==> config.mk <==
export PLATFORM = sky130hd
export DESIGN_NAME = score_refresh_seq
export DESIGN_NICKNAME = d
export VERILOG_FILES = /design/src/rtl/score_refresh_pkg.sv /design/src/rtl/score_digit_bank.sv /design/src/rtl/score_strobe_gate.sv /design/src/rtl/score_refresh_ctrl.sv /design/src/rtl/score_refresh_seq.sv
export SDC_FILE = /design/constraint.sdc
export NUM_CORES = 1
export LEC_CHECK = 0
export ABC_AREA = 1
export ABC_CLOCK_PERIOD_IN_PS = 2300
export CORE_MARGIN = 2
export CORE_UTILIZATION = 45
export DETAILED_ROUTE_END_ITERATION = 7
export SLEW_MARGIN = 20
export SYNTH_ARGS = -nofsm -noshare
export SYNTH_HDL_FRONTEND = slang
export SYNTH_HIERARCHICAL = 1
export SYNTH_SLANG_ARGS = --single-unit
==> constraint.sdc <==
create_clock -name clk -period 2.3 [get_ports clk]
set_input_delay 0.46 -clock clk [delete_from_list [all_inputs] [get_ports clk]]
set_output_delay 0.46 -clock clk [all_outputs]
set_load 0.05 [all_outputs]
==> src/rtl/score_refresh_pkg.sv <==
package score_refresh_pkg;
  typedef enum logic [2:0] {
    ST_CLR,
    ST_IDLE,
    ST_PARK,
    ST_SET,
    ST_STB,
    ST_HLD
  } seq_state_t;
endpackage

==> src/rtl/score_digit_bank.sv <==
// One display's digit column: simple dual port, read-first, no reset (RAM-style).
module score_digit_bank #(
  parameter int DEPTH = 6,
  parameter int DW    = 4
) (
  input  logic                     clk,
  input  logic                     we,
  input  logic [$clog2(DEPTH)-1:0] waddr,
  input  logic [DW-1:0]            wdata,
  input  logic                     re,
  input  logic [$clog2(DEPTH)-1:0] raddr,
  output logic [DW-1:0]            rdata
);
  logic [DW-1:0] mem [DEPTH];

  always_ff @(posedge clk) begin
    if (we) mem[waddr] <= wdata;
    if (re) rdata <= mem[raddr];
  end
endmodule

==> src/rtl/score_strobe_gate.sv <==
// A latch only captures when its strobe line is low and the displays are blanked.
module score_strobe_gate #(
  parameter int NUM_DISP = 5
) (
  input  logic                  blank,
  input  logic [NUM_DISP-2:0]   port_lines,
  input  logic                  aux_line_n,
  output logic [NUM_DISP-1:0]   fire
);
  assign fire = {~aux_line_n, ~port_lines} & {NUM_DISP{blank}};
endmodule

==> src/rtl/score_refresh_ctrl.sv <==
module score_refresh_ctrl
  import score_refresh_pkg::*;
#(
  parameter int NUM_DISP = 5,
  parameter int NUM_POS  = 6,
  parameter int DW       = 4
) (
  input  logic                         clk,
  input  logic                         rst,
  input  logic                         tick_i,
  input  logic [NUM_DISP-2:0]          lamp_port_i,
  input  logic [NUM_DISP*DW-1:0]       snap_i,
  output logic                         blank_o,
  output logic [NUM_DISP-2:0]          port_o,
  output logic                         aux_n_o,
  output logic [NUM_POS-1:0]           digit_en_o,
  output logic [DW-1:0]                bcd_o,
  output logic                         rd_en_o,
  output logic                         clr_en_o,
  output logic [$clog2(NUM_POS)-1:0]   pos_o
);
  localparam int PW  = NUM_DISP - 1;
  localparam int PIW = $clog2(NUM_POS);
  localparam int DIW = $clog2(NUM_DISP);

  seq_state_t     st_q;
  logic [DIW-1:0] disp_q;
  logic [PIW-1:0] pos_q;
  logic           pend_q;
  logic [PW-1:0]  save_q;
  logic           go;

  assign go       = (st_q == ST_IDLE) && (tick_i || pend_q);
  assign rd_en_o  = go;
  assign clr_en_o = (st_q == ST_CLR);
  assign pos_o    = pos_q;

  always_ff @(posedge clk) begin
    if (rst) begin
      st_q       <= ST_CLR;
      disp_q     <= '0;
      pos_q      <= '0;
      pend_q     <= 1'b0;
      save_q     <= '1;
      blank_o    <= 1'b1;
      port_o     <= '1;
      aux_n_o    <= 1'b1;
      digit_en_o <= '0;
      bcd_o      <= '0;
    end else begin
      if (go)          pend_q <= 1'b0;
      else if (tick_i) pend_q <= 1'b1;

      case (st_q)
        ST_CLR: begin
          if (pos_q == PIW'(NUM_POS - 1)) begin
            pos_q <= '0;
            st_q  <= ST_IDLE;
          end else begin
            pos_q <= pos_q + 1'b1;
          end
        end
        ST_IDLE: begin
          if (go) begin
            st_q    <= ST_PARK;
            blank_o <= 1'b1;
            save_q  <= port_o;
            port_o  <= '1;
          end else if (!blank_o) begin
            port_o <= lamp_port_i;
          end
        end
        ST_PARK: begin
          st_q       <= ST_SET;
          disp_q     <= '0;
          bcd_o      <= snap_i[0 +: DW];
          digit_en_o <= NUM_POS'(1) << pos_q;
        end
        ST_SET: begin
          st_q <= ST_STB;
          if (32'(disp_q) < PW) port_o  <= ~(PW'(1) << disp_q);
          else                  aux_n_o <= 1'b0;
        end
        ST_STB: begin
          st_q    <= ST_HLD;
          port_o  <= '1;
          aux_n_o <= 1'b1;
        end
        ST_HLD: begin
          if (disp_q == DIW'(NUM_DISP - 1)) begin
            st_q    <= ST_IDLE;
            blank_o <= 1'b0;
            port_o  <= save_q;
            pos_q   <= (pos_q == PIW'(NUM_POS - 1)) ? '0 : pos_q + 1'b1;
          end else begin
            st_q   <= ST_SET;
            disp_q <= disp_q + 1'b1;
            bcd_o  <= snap_i[(32'(disp_q) + 1) * DW +: DW];
          end
        end
        default: st_q <= ST_IDLE;
      endcase
    end
  end
endmodule

==> src/rtl/score_refresh_seq.sv <==
module score_refresh_seq #(
  parameter int NUM_DISP  = 5,
  parameter int NUM_POS   = 6,
  parameter int DW        = 4,
  parameter int BLANK_MAX = 18750
) (
  input  logic                          clk,
  input  logic                          rst,
  input  logic                          tick_i,
  input  logic                          wr_en_i,
  input  logic [$clog2(NUM_DISP)-1:0]   wr_disp_i,
  input  logic [$clog2(NUM_POS)-1:0]    wr_pos_i,
  input  logic [DW-1:0]                 wr_val_i,
  input  logic [NUM_DISP-2:0]           lamp_port_i,
  output logic                          blank_o,
  output logic [NUM_POS-1:0]            digit_en_o,
  output logic [DW-1:0]                 bcd_o,
  output logic [NUM_DISP-2:0]           shared_port_o,
  output logic                          aux_latch_n_o,
  output logic [NUM_DISP-1:0]           latch_fire_o
);
  localparam int PIW = $clog2(NUM_POS);
  localparam int DIW = $clog2(NUM_DISP);

  logic [NUM_DISP*DW-1:0] snap;
  logic                   rd_en;
  logic                   clr_en;
  logic [PIW-1:0]         pos;
  logic                   wr_ok;

  assign wr_ok = wr_en_i && !clr_en && (32'(wr_pos_i) < NUM_POS);

  for (genvar d = 0; d < NUM_DISP; d++) begin : g_bank
    logic           we_d;
    logic [PIW-1:0] waddr_d;
    logic [DW-1:0]  wdata_d;

    assign we_d    = clr_en || (wr_ok && (wr_disp_i == DIW'(d)));
    assign waddr_d = clr_en ? pos : wr_pos_i;
    assign wdata_d = clr_en ? '0 : wr_val_i;

    score_digit_bank #(.DEPTH(NUM_POS), .DW(DW)) u_bank (
      .clk   (clk),
      .we    (we_d),
      .waddr (waddr_d),
      .wdata (wdata_d),
      .re    (rd_en),
      .raddr (pos),
      .rdata (snap[d*DW +: DW])
    );
  end

  score_refresh_ctrl #(.NUM_DISP(NUM_DISP), .NUM_POS(NUM_POS), .DW(DW)) u_ctrl (
    .clk        (clk),
    .rst        (rst),
    .tick_i     (tick_i),
    .lamp_port_i(lamp_port_i),
    .snap_i     (snap),
    .blank_o    (blank_o),
    .port_o     (shared_port_o),
    .aux_n_o    (aux_latch_n_o),
    .digit_en_o (digit_en_o),
    .bcd_o      (bcd_o),
    .rd_en_o    (rd_en),
    .clr_en_o   (clr_en),
    .pos_o      (pos)
  );

  score_strobe_gate #(.NUM_DISP(NUM_DISP)) u_gate (
    .blank      (blank_o),
    .port_lines (shared_port_o),
    .aux_line_n (aux_latch_n_o),
    .fire       (latch_fire_o)
  );
endmodule

==> impl_metrics.yaml <==
hold_path:
  hold_path_class: "reg -> reg"
  min_path_cells: 2
layout:
  syn_to_final_growth_pct: 18.61
  final_cell_area_sq_mm: 0.008802
  instances_no_fill: 1047
  drive_above_1_share_pct: 11.31
  nets: 842
  num_antenna_cells: 0
sta:
  rsz0062_at_grt: "false"
  tns_ps: 0
  fmax_ghz: 0.4783
  timing.final.ws_setup_ps: 209.2
  slew_headroom_pct: 65.68
  hold_violations: 0
  period_share_pct: 90.90
  hold_ws_ps: 465.5
  finalSetupViolations: 0
  worst_pin_slew_ps: 513.3
  clock-skew-final_ps: 7.161
  period_minus_slack_ps: 2091
  slew_violations: 0
route:
  antenna_left: 0
  via_count: 5266
  drt-initial-drc-count: 365
  top_layer: "met4"
  drc_errors: 0
  wl_met1_microns: 7022
  dr_wl_met3_microns: 677
  first_pass_iters: 5
  wire_per_inst_microns: 14.91
  wl_microns: 15610
  route.met2.wl_microns: 7671
  via_per_inst: 5.030
floorplanning:
  die_x_microns: 132.4
  rows: 46
  die_h_microns: 132.4
  io_pins: 39
  coreArea_sq_mm: 0.01600
  dieArea_sq_mm: 0.01753
  start_util_pct: 46.38
logic_synthesis:
  ys_top_cells_by_area: "edfxtp_1 (57%), nand2_1 (10%), dfxtp_1 (8.1%)"
  netlist_instances: 763
  synth_top_area_share_pct: 56.65
  syn-num-nets: 787
  synth_area_sq_mm: 0.007421
  yosysMostFrequentCell: "nand2_1"
  synth_top_area_cell: "edfxtp_1"
  synth_edf_count: 140
  yosys-top-cells-count: "nand2_1 (201), edfxtp_1 (140), nor2_1 (136)"
  synth-seq-cells: 170
  async_flop_share_pct: 0
  yosysWarnings: 6
  synth-seq-area-share_pct: 64.74
  avgSynthCellArea_sq_um: 9.726
  ys_types: 28
  ys.flop_type: "edfxtp_1"
worst_setup_path:
  cp_top_family: "buffers and inverters"
  start_kind: "flip-flop"
  cp.required_ps: 1840
  crit_path_max_fanout: 4
  ff2ff_setup_slack_ps: 220
  r2r_cells: 9
  worst_ep_arrival_time_ps: 1630
  crit_type: "reg -> out"
  cp_cell_sequence: "clkdlybuf4s50_1"
  crit_buf_inv: 1
  slowest_stage: "clkdlybuf4s50_1"
  cp.depth: 1
  crit_path_max_incr_delay_ps: 830
  endpoint_kind: "output port"
power:
  p_leak_uw: 0.003638
  p_sw_uw: 2035
  sw_frac_of_total_pct: 25.65
  power.internal_uw: 5898
  seq_power_share_pct: 48.1
  clock_power_share_pct: 36.7
  ir_drop_v: 0.0005251
  pwr-share-comb_pct: 15.2
  p_per_area_mw_per_mm2: 901.2
clock_network:
  cts-root-buf: "clkbuf_16"
  clockBufferDepth: 2
  cts_max_level: 4
  cts_made_buffers: 17
  cts_hold_buf: 0
  cts_sinks: 170
  cts_tree: "yes"
  clk-insertion-delay-late_ps: 420
  cts_setup_buffers: 0
  clk_pin_slew_ps: 60
placed_design:
  post_dp_cell_area_sq_mm: 0.008132
  hpwl_microns: 10650
  io_buffers: 38
  dp_slack_ps: 73.38
  place_inst: 1015
  routabilityCongestion: 0.8223
grt:
  grt_antenna_before_repair: 0
  track_usage_pct: 18.79
  grt_pass1_wl_microns: 25570
  grt_pass1_vias: 5144
  grt_max_degree: 73
  gr-total-overflow: 0
status:
  status: "finished, final reports clean"
flow_run:
  cap_violations: 0
## kinds of logic after synthesis
group                      synth area share, %
AOI/OAI and AO/OA                        4.738
DFF                                      64.74
and+or+nand+nor                          23.64
buffers and inverters                    5.868
adders and majority gates                1.012
## routing by layer
layer	vias to the layer above	global-route usage [%]
met5	-	0
met4	0	7.109
met3	20	3.755
met2	121	32.01
met1	2495	23.77
li1	2630	-
## state kept, by name, indices dropped and copies added, names as in the netlist, 3 cells and up
name                 flops
g_bank.u_bank/mem      120
g_bank.u_bank/rdata     20
u_ctrl/digit_en_o        6
u_ctrl/bcd_o             4
u_ctrl/port_o            4
u_ctrl/save_q            4
u_ctrl/disp_q            3
u_ctrl/pos_o             3
u_ctrl/st_q              3
## cells in the final DEF, fill, tap and decap left out
cell,synthesis,layout
a211oi_1,2,2
a21oi_1,17,17
and2_1,1,1
buf_12,0,7
buf_4,5,7
bufinv_16,0,4
clkbuf_1,2,1
clkbuf_16,0,17
clkdlybuf4s50_1,0,33
clkinv_1,1,3
clkinv_2,0,5
clkinv_4,1,4
dfxtp_1,30,29
dfxtp_2,0,1
dlymetal6s2s_1,0,5
edfxtp_1,140,140
ha_1,6,6
inv_1,62,61
inv_2,15,16
nand2_1,201,200
nand2_2,1,2
nand2_4,2,2
nand3_1,71,71
nand3_2,2,2
nand4_1,4,4
nor2_1,136,117
nor2_2,6,25
nor2_4,1,1
nor3_1,1,1
o211ai_1,5,5
o21ai_0,36,36
o21ai_1,5,5
o21ai_2,1,1
## through the flow
step,power (uW),utilization (%)
6_report,7933,55.01
5_1_grt,8320,55.01
4_1_cts,7960,54.62
3_5_place_dp,5046,50.82
3_3_place_gp,5016,50.82
2_1_floorplan,4682,-
## worst paths after layout
path | start | end
max | u_ctrl/blank_o | blank_o
max reg2reg | u_ctrl/st_q[2] | g_bank[0].u_bank/mem[1][3]
min reg2reg | u_ctrl/digit_en_o[4] | u_ctrl/digit_en_o[4]
min | u_ctrl/digit_en_o[4] | u_ctrl/digit_en_o[4]
## worst min-delay path, delay by kind of cell (launching register included)
family          cells  cell delay (ps)
compound gates      1               50
flops               1              310
simple gates        1               60
## what timing repair did
item | CTS | global route
resized for setup | 0 | 26
endpoints found under the setup margin | 0 | 125
hold endpoints to repair | 0 | 0
## final cells by class
| type | count | area, sq um |
|---|---|---|
| Fill cell | 1435 | 7198 |
| Sequential cell | 170 | 4806 |
| Multi-Input combinational cell | 498 | 2231 |
| Timing Repair Buffer | 52 | 585.6 |
| Clock buffer | 18 | 429.2 |
| Inverter | 79 | 301.5 |
| Tap cell | 216 | 270.3 |
| Clock inverter | 14 | 178.9 |
## power groups by stage
stage,combinational [uW],clock (uW),sequential (uW)
6_report,1210,2910,3810
5_1_grt,1360,3120,3840
4_1_cts,1170,2970,3810
3_5_place_dp,1170,0,3880
3_3_place_gp,1140,0,3880
2_1_floorplan,785,0,3900
Note: power is estimated with default switching activity, not from simulation.
